## src/rtl/host_req_pkg.sv

```systemverilog
package host_req_pkg;
    localparam int CTRL_W    = 4;
    localparam int BIT_RXEN  = 0;
    localparam int BIT_TXEN  = 1;
    localparam int BIT_SPLIT = 2;
    localparam int BIT_FLAG  = 3;

    typedef struct packed {
        logic flag;
        logic split;
        logic txen;
        logic rxen;
    } ctrl_t;

    typedef struct packed {
        logic tx;
        logic rx;
    } req_t;

    typedef struct packed {
        logic req_a_n;
        logic req_b_n;
        logic ack;
    } pin_state_t;
endpackage

```

## src/rtl/host_ctrl_reg.sv

```systemverilog
module host_ctrl_reg
    import host_req_pkg::*;
(
    input  logic              clk,
    input  logic              rst_n,
    input  logic              wr_en,
    input  logic [CTRL_W-1:0] wr_data,
    output ctrl_t             ctrl_q
);
    ctrl_t ctrl_d;

    always_comb begin
        ctrl_d = ctrl_q;
        if (wr_en) begin
            ctrl_d.rxen  = wr_data[BIT_RXEN];
            ctrl_d.txen  = wr_data[BIT_TXEN];
            ctrl_d.split = wr_data[BIT_SPLIT];
            ctrl_d.flag  = wr_data[BIT_FLAG];
        end
    end

    always_ff @(posedge clk or negedge rst_n) begin
        if (!rst_n) ctrl_q <= '0;
        else        ctrl_q <= ctrl_d;
    end
endmodule

```

## src/rtl/host_req_decode.sv

```systemverilog
module host_req_decode
    import host_req_pkg::*;
#(
    parameter int          DMA_W      = 3,
    parameter int          HMODE_W    = 2,
    parameter logic [2:0]  SPLIT_CODE = 3'b100
) (
    input  ctrl_t              ctrl_q,
    input  logic [DMA_W-1:0]   dma_mode,
    input  logic [HMODE_W-1:0] host_mode,
    input  logic               rx_full,
    input  logic               tx_empty,
    output req_t               req
);
    logic irq_mode;
    logic dir_mode;

    assign irq_mode = (dma_mode == '0) || (host_mode == '0);
    assign dir_mode = (dma_mode == DMA_W'(SPLIT_CODE));

    always_comb begin
        req = '0;
        if (irq_mode) begin
            req.tx = ctrl_q.txen & tx_empty;
            req.rx = ctrl_q.rxen & rx_full;
        end else if (dir_mode) begin
            unique case ({ctrl_q.txen, ctrl_q.rxen})
                2'b10:   req.tx = tx_empty;
                2'b01:   req.rx = rx_full;
                default: req   = '0;
            endcase
        end else begin
            req.rx = ctrl_q.rxen & rx_full;
        end
    end
endmodule

```

## src/rtl/host_req_pins.sv

```systemverilog
module host_req_pins
    import host_req_pkg::*;
#(
    parameter bit ACTIVE_LOW = 1'b1
) (
    input  logic  clk,
    input  logic  rst_n,
    input  ctrl_t ctrl_q,
    input  req_t  req,
    input  logic  ack_in,
    output logic  pin_a,
    output logic  pin_b,
    output logic  ack_q
);
    pin_state_t st_d, st_q;
    localparam logic IDLE = ACTIVE_LOW;

    always_comb begin
        st_d = st_q;
        if (ctrl_q.split) begin
            st_d.req_a_n = req.tx ? ~IDLE : IDLE;
            st_d.req_b_n = req.rx ? ~IDLE : IDLE;
            st_d.ack     = 1'b0;
        end else begin
            st_d.req_a_n = (req.tx | req.rx) ? ~IDLE : IDLE;
            st_d.req_b_n = IDLE;
            st_d.ack     = ack_in;
        end
    end

    always_ff @(posedge clk or negedge rst_n) begin
        if (!rst_n) begin
            st_q.req_a_n <= IDLE;
            st_q.req_b_n <= IDLE;
            st_q.ack     <= 1'b0;
        end else begin
            st_q <= st_d;
        end
    end

    generate
        if (ACTIVE_LOW) begin : g_low
            assign pin_a = st_q.req_a_n;
            assign pin_b = st_q.req_b_n;
        end else begin : g_high
            assign pin_a = st_q.req_a_n;
            assign pin_b = st_q.req_b_n;
        end
    endgenerate
    assign ack_q = st_q.ack;
endmodule

```

## src/rtl/host_req_unit.sv

```systemverilog
module host_req_unit
    import host_req_pkg::*;
#(
    parameter int DMA_W   = 3,
    parameter int HMODE_W = 2
) (
    input  logic               clk,
    input  logic               rst_n,
    input  logic               wr_en,
    input  logic [CTRL_W-1:0]  wr_data,
    input  logic [DMA_W-1:0]   dma_mode,
    input  logic [HMODE_W-1:0] host_mode,
    input  logic               rx_full,
    input  logic               tx_empty,
    input  logic               ack_in,
    output logic               req_a_n,
    output logic               req_b_n,
    output logic               ack_seen,
    output logic               host_flag
);
    ctrl_t ctrl_q;
    req_t  req;

    host_ctrl_reg u_ctrl (
        .clk(clk), .rst_n(rst_n), .wr_en(wr_en), .wr_data(wr_data), .ctrl_q(ctrl_q)
    );

    host_req_decode #(.DMA_W(DMA_W), .HMODE_W(HMODE_W)) u_dec (
        .ctrl_q(ctrl_q), .dma_mode(dma_mode), .host_mode(host_mode),
        .rx_full(rx_full), .tx_empty(tx_empty), .req(req)
    );

    host_req_pins #(.ACTIVE_LOW(1'b1)) u_pins (
        .clk(clk), .rst_n(rst_n), .ctrl_q(ctrl_q), .req(req), .ack_in(ack_in),
        .pin_a(req_a_n), .pin_b(req_b_n), .ack_q(ack_seen)
    );

    assign host_flag = ctrl_q.flag;
endmodule

```

## config.mk

```make
export PLATFORM = sky130hd
export DESIGN_NAME = host_req_unit
export DESIGN_NICKNAME = d
export VERILOG_FILES = /design/src/rtl/host_req_pkg.sv /design/src/rtl/host_ctrl_reg.sv /design/src/rtl/host_req_decode.sv /design/src/rtl/host_req_pins.sv /design/src/rtl/host_req_unit.sv
export SDC_FILE = /design/constraint.sdc
export NUM_CORES = 1
export LEC_CHECK = 0
export ABC_CLOCK_PERIOD_IN_PS = 2600
export BUFFER_PORTS_ARGS = -buffer_cell sky130_fd_sc_hd__clkbuf_2
export CORE_AREA = 2 2 39 41
export DETAILED_ROUTE_END_ITERATION = 7
export DIE_AREA = 0 0 41 43
export PLACE_DENSITY = 0.58
export SLEW_MARGIN = 15
export SYNTH_ARGS = -nofsm -noshare
export SYNTH_HDL_FRONTEND = slang
export SYNTH_SLANG_ARGS = --single-unit
```

## constraint.sdc

```tcl
create_clock -name clk -period 2.6 [get_ports clk]
set_input_delay 0.26 -clock clk [delete_from_list [all_inputs] [get_ports clk]]
set_output_delay 0.26 -clock clk [all_outputs]
set_load 0.03 [all_outputs]
```

Word-level counts from Yosys, hierarchy flattened
Index checks and enable logic that the tools add are counted.
- eq/ne operators: 3
- reduce and logical (&&, ||, !) cells: 3
- bitwise gates (word level): 3
- multiplexer cells: 9
- operators by type and width (kind ; count):
    $mux 1 ; 7
    $eq 3x3->1 const B ; 1
    $logic_not 3->1 ; 1
    $mux 3 ; 1
    $and 1x1->1 ; 2
    $eq 2x1->1 const B ; 1
    $eq 2x2->1 const B ; 1
    $logic_not 2->1 ; 1
    $mux 2 ; 1
    $logic_or 1x1->1 ; 1
    $or 1x1->1 ; 1
- bits of input ports: 15
- bits in registers: 7
- word-level logic and storage cells: 25

Depth between registers and ports, before layout
Gate-level depths: netlist of run 1.
- depth after elaboration: 7
- mapped depth: 3
- depth with buffers taken out: 3

Modules after synthesis
A second synthesis of run 1 with hierarchy kept.
- cells, all modules: 20
- area total of the unflattened synthesis: 284.0 µm²
- by module, submodules not included (module ; cells each ; area an instance (µm²) ; seq. area each (µm²) ; instances):
    host_ctrl_reg ; 8 ; 145.1 ; 100.1 ; 1
    host_req_pins ; 7 ; 100.1 ; 77.6 ; 1
    host_req_decode ; 5 ; 38.8 ; 0.0 ; 1

Least setup slack after synthesis of run 1
Ideal clock, no wire load.
- path type: register to register
- start: reg, netlist name u_ctrl.ctrl_q[1]
- end: reg, netlist name u_pins.pin_a
- setup slack: 1560 ps
- stages on the path, launching flop included: 4
- arrival time: 972 ps
- buffers on the path: 0
- library setup time: 68 ps
- path through: dfrtp_1 -> nand2_1 -> or4_4 -> a21oi_2

Worst setup path in the final report of run 1
- start: reg, netlist name u_pins.pin_b
- end: out req_b_n
- RTL lines (element ; line ; source):
    to (decl) ; host_req_unit.sv:17 ; output logic req_b_n,
No word-level cell between the ends.

==> flow_summary_export.csv, run 1 <==
group,metric,value,unit
run_status,status,"finished, final reports clean",
sta,tns,0,ns
routing,wl_per_cell,10.90,um
synthesis,netlist_area,287.8,um2
sta,fin_crit_sh,46.93,%
die,std_cell_rows,14,
finish,utilization,31.37,%
grt,overflow,0,
clock_tree,post_cts_buffers,0,
worst_hold_path,worstHoldStart,"rx_full",
sta,hold_viol_final,0,
setup_path,critPathKind,"reg2out",
setup_path,cp.arrival,0.96,ns
job,drv_cap,0,
clock_tree,cts-root-buf,"clkbuf_4",
setup_path,worstSetupStartpoint,"u_pins.pin_b$_DFF_PN1_",
clock_tree,ctsHoldBuffers,1,
grt,first_global_vias,247,
power_and_ir_drop,p_leak,0.0002196,uW
setup_path,max_stage_delay,0.52,ns
power_and_ir_drop,power.density,623.0,nW/um2
die,pin_count,19,
setup_path,cpLargestDelayFamily,"flip-flops",
finish,seq_area,177.7,um2
setup_path,crit_fanout,1,
synthesis,synthesis.nets,36,
finish,multi_input_area,110.1,um2
sta,finalSetupViolCount,0,
clock_tree,clock_latency,0.25,ns
die,fp.dieArea,1763,um2
setup_path,path_cells,"clkbuf_2",
finish,final_common_cell,"clkbuf_2",
sta,fin_crit,1.220,ns
clock_tree,cts_tree,"yes",
synthesis,synth_top_area_share,43.48,%
setup_path,critPathRequiredTime,2.34,ns
grt,antenna_found_initial,0,
setup_path,worst_path_max_delay_cell,"dfstp_2",
setup_path,start_kind,"register",
sta,worst_slack,1.380,ns
clock_tree,cts_resized,0,
setup_path,path_buf_inv,1,
synthesis,ys_ff_latch,7,
finish,drive_above_1_share,61.36,%
worst_hold_path,hold_class,"in2reg",
die,start_util,20.80,%
sta,rsz0062_at_grt,"no",
synthesis,synth_area_leader_cell,"dfrtp_1",
die,die_y,43,um
grt,grt_pass1_wl,1.028,mm
finish,final_cell_mix,"clkbuf_2 (18), dfrtp_1 (5), clkbuf_4 (3)",
setup_path,r2r_start,"u_ctrl.ctrl_q[1]$_DFFE_PN0P_",
routing,viasPerCell,4.217,
synthesis,yosysSeqAreaShare,61.74,%
placement,pre_cts_ws,1.514,ns
synthesis,synthCells,21,
setup_path,worst_setup_path_end_kind,"output pin",
placement,port-buffer-count,18,
finish,area_delta_synth_final,50.87,%
die,coreArea,1384,um2
finish,nFillCells,144,
routing,route.vias.total,253,
synthesis,yosysWarnings,0,
synthesis,synth_area_per_cell,13.70,um2
grt,track_usage,9.442,%
routing,drt_iter0_drc,5,
clock_tree,clockBufferDepth,2,
clock_tree,htree_num_levels,1,
grt,grt_max_degree,8,
sta,max_freq,0.8195,GHz
placement,gp_congestion,0.6281,
sta,maxSlewHeadroom,87.21,%
power_and_ir_drop,max-vdd-ir-drop,0.2069,mV
routing,drc,0,
finish,n_antenna_cell,0,
sta,worst_pin_slew,0.1907,ns
finish,fin_nets,60,
placement,dp.cells,55,
routing,routed_wl,654,um
routing,drt_pre_antenna_iters,2,
routing,ant_nets,0,
sta,slew_violations,0,
die,die_w,41,um
clock_tree,clkSinkCount,7,
clock_tree,clkTransAtPathRegs,0.05,ns
synthesis,synth_area_leaders,"dfrtp_1 (43%), dfstp_2 (18%), mux2_1 (7.8%), mux2_2 (7.8%), or4_4 (3.9%)",
clock_tree,cts_buffers,3,
finish,fin_cells,60,
sta,skew,0.001297,ns
synthesis,yosys.cell_types.count,12,
-- cells by family (layout without fill, tap and decap cells) --
group / count (synthesis) / after routing / synth area share [%]
compound gates: 3 / 3 / 9.132
buf+inv: 0 / 23 / 0
flops: 7 / 7 / 61.74
mux: 4 / 4 / 15.65
simple gates: 7 / 7 / 13.48
-- final timing paths --
path                                                end  slack [ns]  cells past startpoint
hold / removal                   u_pins.pin_b$_DFF_PN1_        0.21                      2
hold reg to reg                  u_pins.ack_q$_DFF_PN0_        0.48                      1
min in group asynchronous  u_ctrl.ctrl_q[2]$_DFFE_PN0P_        0.37                      2
setup reg to reg                 u_pins.pin_a$_DFF_PN1_        1.52                      3
setup / recovery                                req_b_n        1.38                      1
max in group asynchronous        u_pins.pin_b$_DFF_PN1_        1.99                      2
-- cell usage after synthesis --
library cell	number
dfrtp_1	5
a21oi_2	1
a211oi_1	1
mux2_2	2
nor2b_1	1
or4_4	1
nand2_1	2
nor2_1	2
mux2_1	2
dfstp_2	2
nand4_1	1
o211a_1	1
-- per-layer routing --
metal	track usage, %	routed length [um]	part of all wire [%]
met3	4.712	120	18
met2	10.31	235	36
met1	12.00	281	43
met5	0	0	0
met4	10.00	16	2.4
-- report_power, final --
| part | switching (uW) | total [uW] | internal, uW |
|---|---|---|---|
| clock network | 40.4 | 99.0 | 58.6 |
| registers | 6.05 | 127 | 121 |
| logic | 23.9 | 44.4 | 20.6 |
-- state kept, by name, indices dropped and copies added (netlist names) --
| name | count |
|---|---|
| u_pins.ack_q | 1 |
| u_ctrl.ctrl_q | 4 |
| u_pins.pin_a | 1 |
| u_pins.pin_b | 1 |
-- final cells by class --
type                            count  share of cell area, %
Multi-Input combinational cell     14                  25.36
Tap cell                           16                  4.611
Sequential cell                     7                  40.92
Timing Repair Buffer               19                  23.05
Clock buffer                        4                  6.052
-- metrics by stage --
stage                     power [uW]  area (um2)  hold slack (ns)
final                          270.5       434.2           0.2063
after global placement         171.9       397.9           0.1035
after floorplan                151.2       287.8         -0.03559
after detailed placement       173.1       397.9           0.1081
after CTS                      276.8       434.2           0.2089
after global routing           287.3       434.2           0.2248
Note: power is estimated with default switching activity, not from simulation.
==> run 2, diff against run 1 <==
- ABC_AREA: default -> 1
- ABC_CLOCK_PERIOD_IN_PS: 2600 -> 1050
- PLACE_DENSITY: 0.58 -> 0.61
- clock period: 2.6 -> 1.05 ns (I/O delays scaled with it)
==> run 2 against run 1 <==
Worst hold slack worse by 0.16 ns. Largest power group unchanged. Register-to-register slack worse by 1.3 ns. Cell area increased by 6.1%. Utilization up 1.9 points. Clock-buffer cell count is the same.
==> flow_summary_export.csv, run 2 <==
group,metric,value,unit
sta,max_freq,0.9860,GHz
synthesis,yosysSeqAreaShare,58.68,%
synthesis,synth_top_area_share,41.32,%
finish,fin_cells,71,
die,die_y,43,um
setup_path,start_kind,"register",
setup_path,cp.arrival,0.91,ns
power_and_ir_drop,p_int,497.0,uW
setup_path,critPathRequiredTime,0.94,ns
setup_path,worst_path_max_delay_cell,"dfstp_2",
synthesis,yosysWarnings,0,
sta,rsz0062_at_grt,"no",
finish,seq_area,177.7,um2
routing,drc,0,
finish,n_antenna_cell,0,
setup_path,rrSetupSlack,0.26,ns
finish,fin_nets,71,
finish,largest-register,"u_ctrl.ctrl_q",
routing,viasPerCell,3.817,
synthesis,ys_ff_latch,7,
setup_path,critPathKind,"reg2out",
grt,grt_pass1_wl,903,um
die,start_util,21.88,%
clock_tree,clockBufferDepth,2,
clock_tree,clkSinkCount,7,
placement,gp_congestion,0.6813,
routing,route.vias.total,271,
setup_path,crit_fanout,1,
finish,largest_reg_flops,4,
job,drv_cap,0,
synthesis,synth_area_per_cell,9.462,um2
finish,final_common_cell,"clkbuf_2",
grt,track_usage,8.182,%
sta,slew_violations,0,
synthesis,ys.flop_type,"dfrtp_1",
synthesis,synthesis.nets,47,
synthesis,async_reset_ff_share,100.0,%
die,pin_count,19,
clock_tree,cts_buffers,3,
power_and_ir_drop,max-vdd-ir-drop,0.7069,mV
worst_hold_path,hold_class,"in2reg",
synthesis,netlist_top_cells_count,"nand2_1 (8), inv_1 (6), dfrtp_1 (5)",
placement,port-buffer-count,18,
finish,drive_above_1_share,43.64,%
finish,area_delta_synth_final,52.07,%
die,coreArea,1384,um2
sta,maxSlewHeadroom,88.60,%
grt,overflow,0,
routing,drt_pre_antenna_iters,3,
power_and_ir_drop,netSwitchingFraction,25.11,%
power_and_ir_drop,p_leak,0.0002558,uW
power_and_ir_drop,seq_power_share,46.9,%
setup_path,cpLargestDelayFamily,"flip-flops",
sta,skew,0.001345,ns
routing,ant_nets,0,
clock_tree,htree_num_levels,1,
finish,multi_input_area,98.84,um2
sta,finalSetupViolCount,0,
power_and_ir_drop,p_clk_share,35.5,%
power_and_ir_drop,p_switching,166.7,uW
die,fp.dieArea,1763,um2
routing,wl_per_cell,7.549,um
clock_tree,clock_latency,0.24,ns
clock_tree,cts-root-buf,"clkbuf_4",
sta,fin_crit,1.014,ns
die,die_w,41,um
finish,nFillCells,150,
sta,fin_crit_sh,96.59,%
routing,drt_iter0_drc,1,
finish,final_cell_mix,"clkbuf_2 (16), nand2_1 (8), inv_1 (6)",
clock_tree,clkTransAtPathRegs,0.05,ns
sta,worst_pin_slew,0.1710,ns
setup_path,worst_setup_path_end_kind,"output pin",
placement,dp.cells,66,
setup_path,path_buf_inv,1,
sta,hold_viol_final,0,
synthesis,synthCells,32,
synthesis,synth_area_leader_cell,"dfrtp_1",
grt,antenna_found_initial,0,
synthesis,synth_most_common_cell,"nand2_1",
sta,tns,0,ns
setup_path,max_stage_delay,0.52,ns
run_status,status,"finished, final reports clean",
clock_tree,cts_tree,"yes",
placement,hpwl,481,um
synthesis,yosys.cell_types.count,10,
routing,routed_wl,536,um
grt,grt_max_degree,8,
finish,utilization,33.27,%
power_and_ir_drop,pwr-share-comb,17.6,%
synthesis,synth_edf_count,0,
placement,pre_cts_ws,0.2517,ns
die,std_cell_rows,14,
synthesis,netlist_area,302.8,um2
grt,first_global_vias,258,
sta,worst_slack,0.03583,ns
setup_path,path_cells,"clkbuf_8",
power_and_ir_drop,power.density,1441,nW/um2
synthesis,synth_area_leaders,"dfrtp_1 (41%), dfstp_2 (17%), mux2_1 (11%), nand2_1 (9.9%), inv_1 (7.4%)",
## run 2: final timing paths
path,start,endpoint,cells after the start
setup / recovery,u_pins.pin_b$_DFF_PN1_,req_b_n,1
hold / removal,ack_in,u_pins.ack_q$_DFF_PN0_,3
setup reg to reg,u_ctrl.ctrl_q[1]$_DFFE_PN0P_,u_pins.pin_a$_DFF_PN1_,6
hold reg to reg,u_ctrl.ctrl_q[2]$_DFFE_PN0P_,u_pins.ack_q$_DFF_PN0_,1
max in group asynchronous,rst_n,u_pins.pin_b$_DFF_PN1_,2
min in group asynchronous,rst_n,u_pins.ack_q$_DFF_PN0_,2
## run 2: metrics by stage
step                cell area [um2]  hold WS [ns]  power [uW]
global route                  460.4       0.05147       712.2
floorplan                     302.8       -0.1906       375.0
finish                        460.4       0.04501       663.7
global placement              412.9      -0.05037       424.0
CTS                           460.4       0.04011       682.8
detailed placement            412.9      -0.04829       427.0
## run 2: cells by family (layout without fill, tap and decap cells)
family | count (synthesis) | in the layout | share of synthesized area, %
and+or+nand+nor | 14 | 14 | 19.84
AOI/OAI and AO/OA | 1 | 1 | 1.651
buffers and inverters | 7 | 30 | 8.676
muxes | 3 | 3 | 11.16
DFF | 7 | 7 | 58.68
## run 2: final cells by class
cell class / instances / share of cell area [%]
multi-input cells: 18 / 21.47
inverters: 7 / 5.707
well taps: 16 / 4.348
repair buffers: 19 / 24.18
clock buffers: 4 / 5.707
flip-flops and latches: 7 / 38.59
## run 2: what timing repair did
action	in CTS	in global routing
setup buffers	0	0
hold endpoints to repair	7	0
hold buffers	1	0
setup endpoints to repair	2	1
gates cloned	0	0
resized for setup	3	1
## run 2: per-layer routing
layer	vias to the layer above	GRT usage (%)	part of all wire, %
li1	143	-	-
met1	116	7.541	37
met2	12	12.50	53
met3	0	7.853	10
met4	0	2.000	0
met5	-	0	0
## run 2: power groups by stage
stage / Sequential, uW / Clock (uW) / Combinational, uW
after CTS: 311 / 252 / 120
after detailed placement: 315 / 0 / 112
after global routing: 314 / 267 / 131
after floorplan: 341 / 0 / 34.4
final: 311 / 236 / 117
after global placement: 314 / 0 / 110
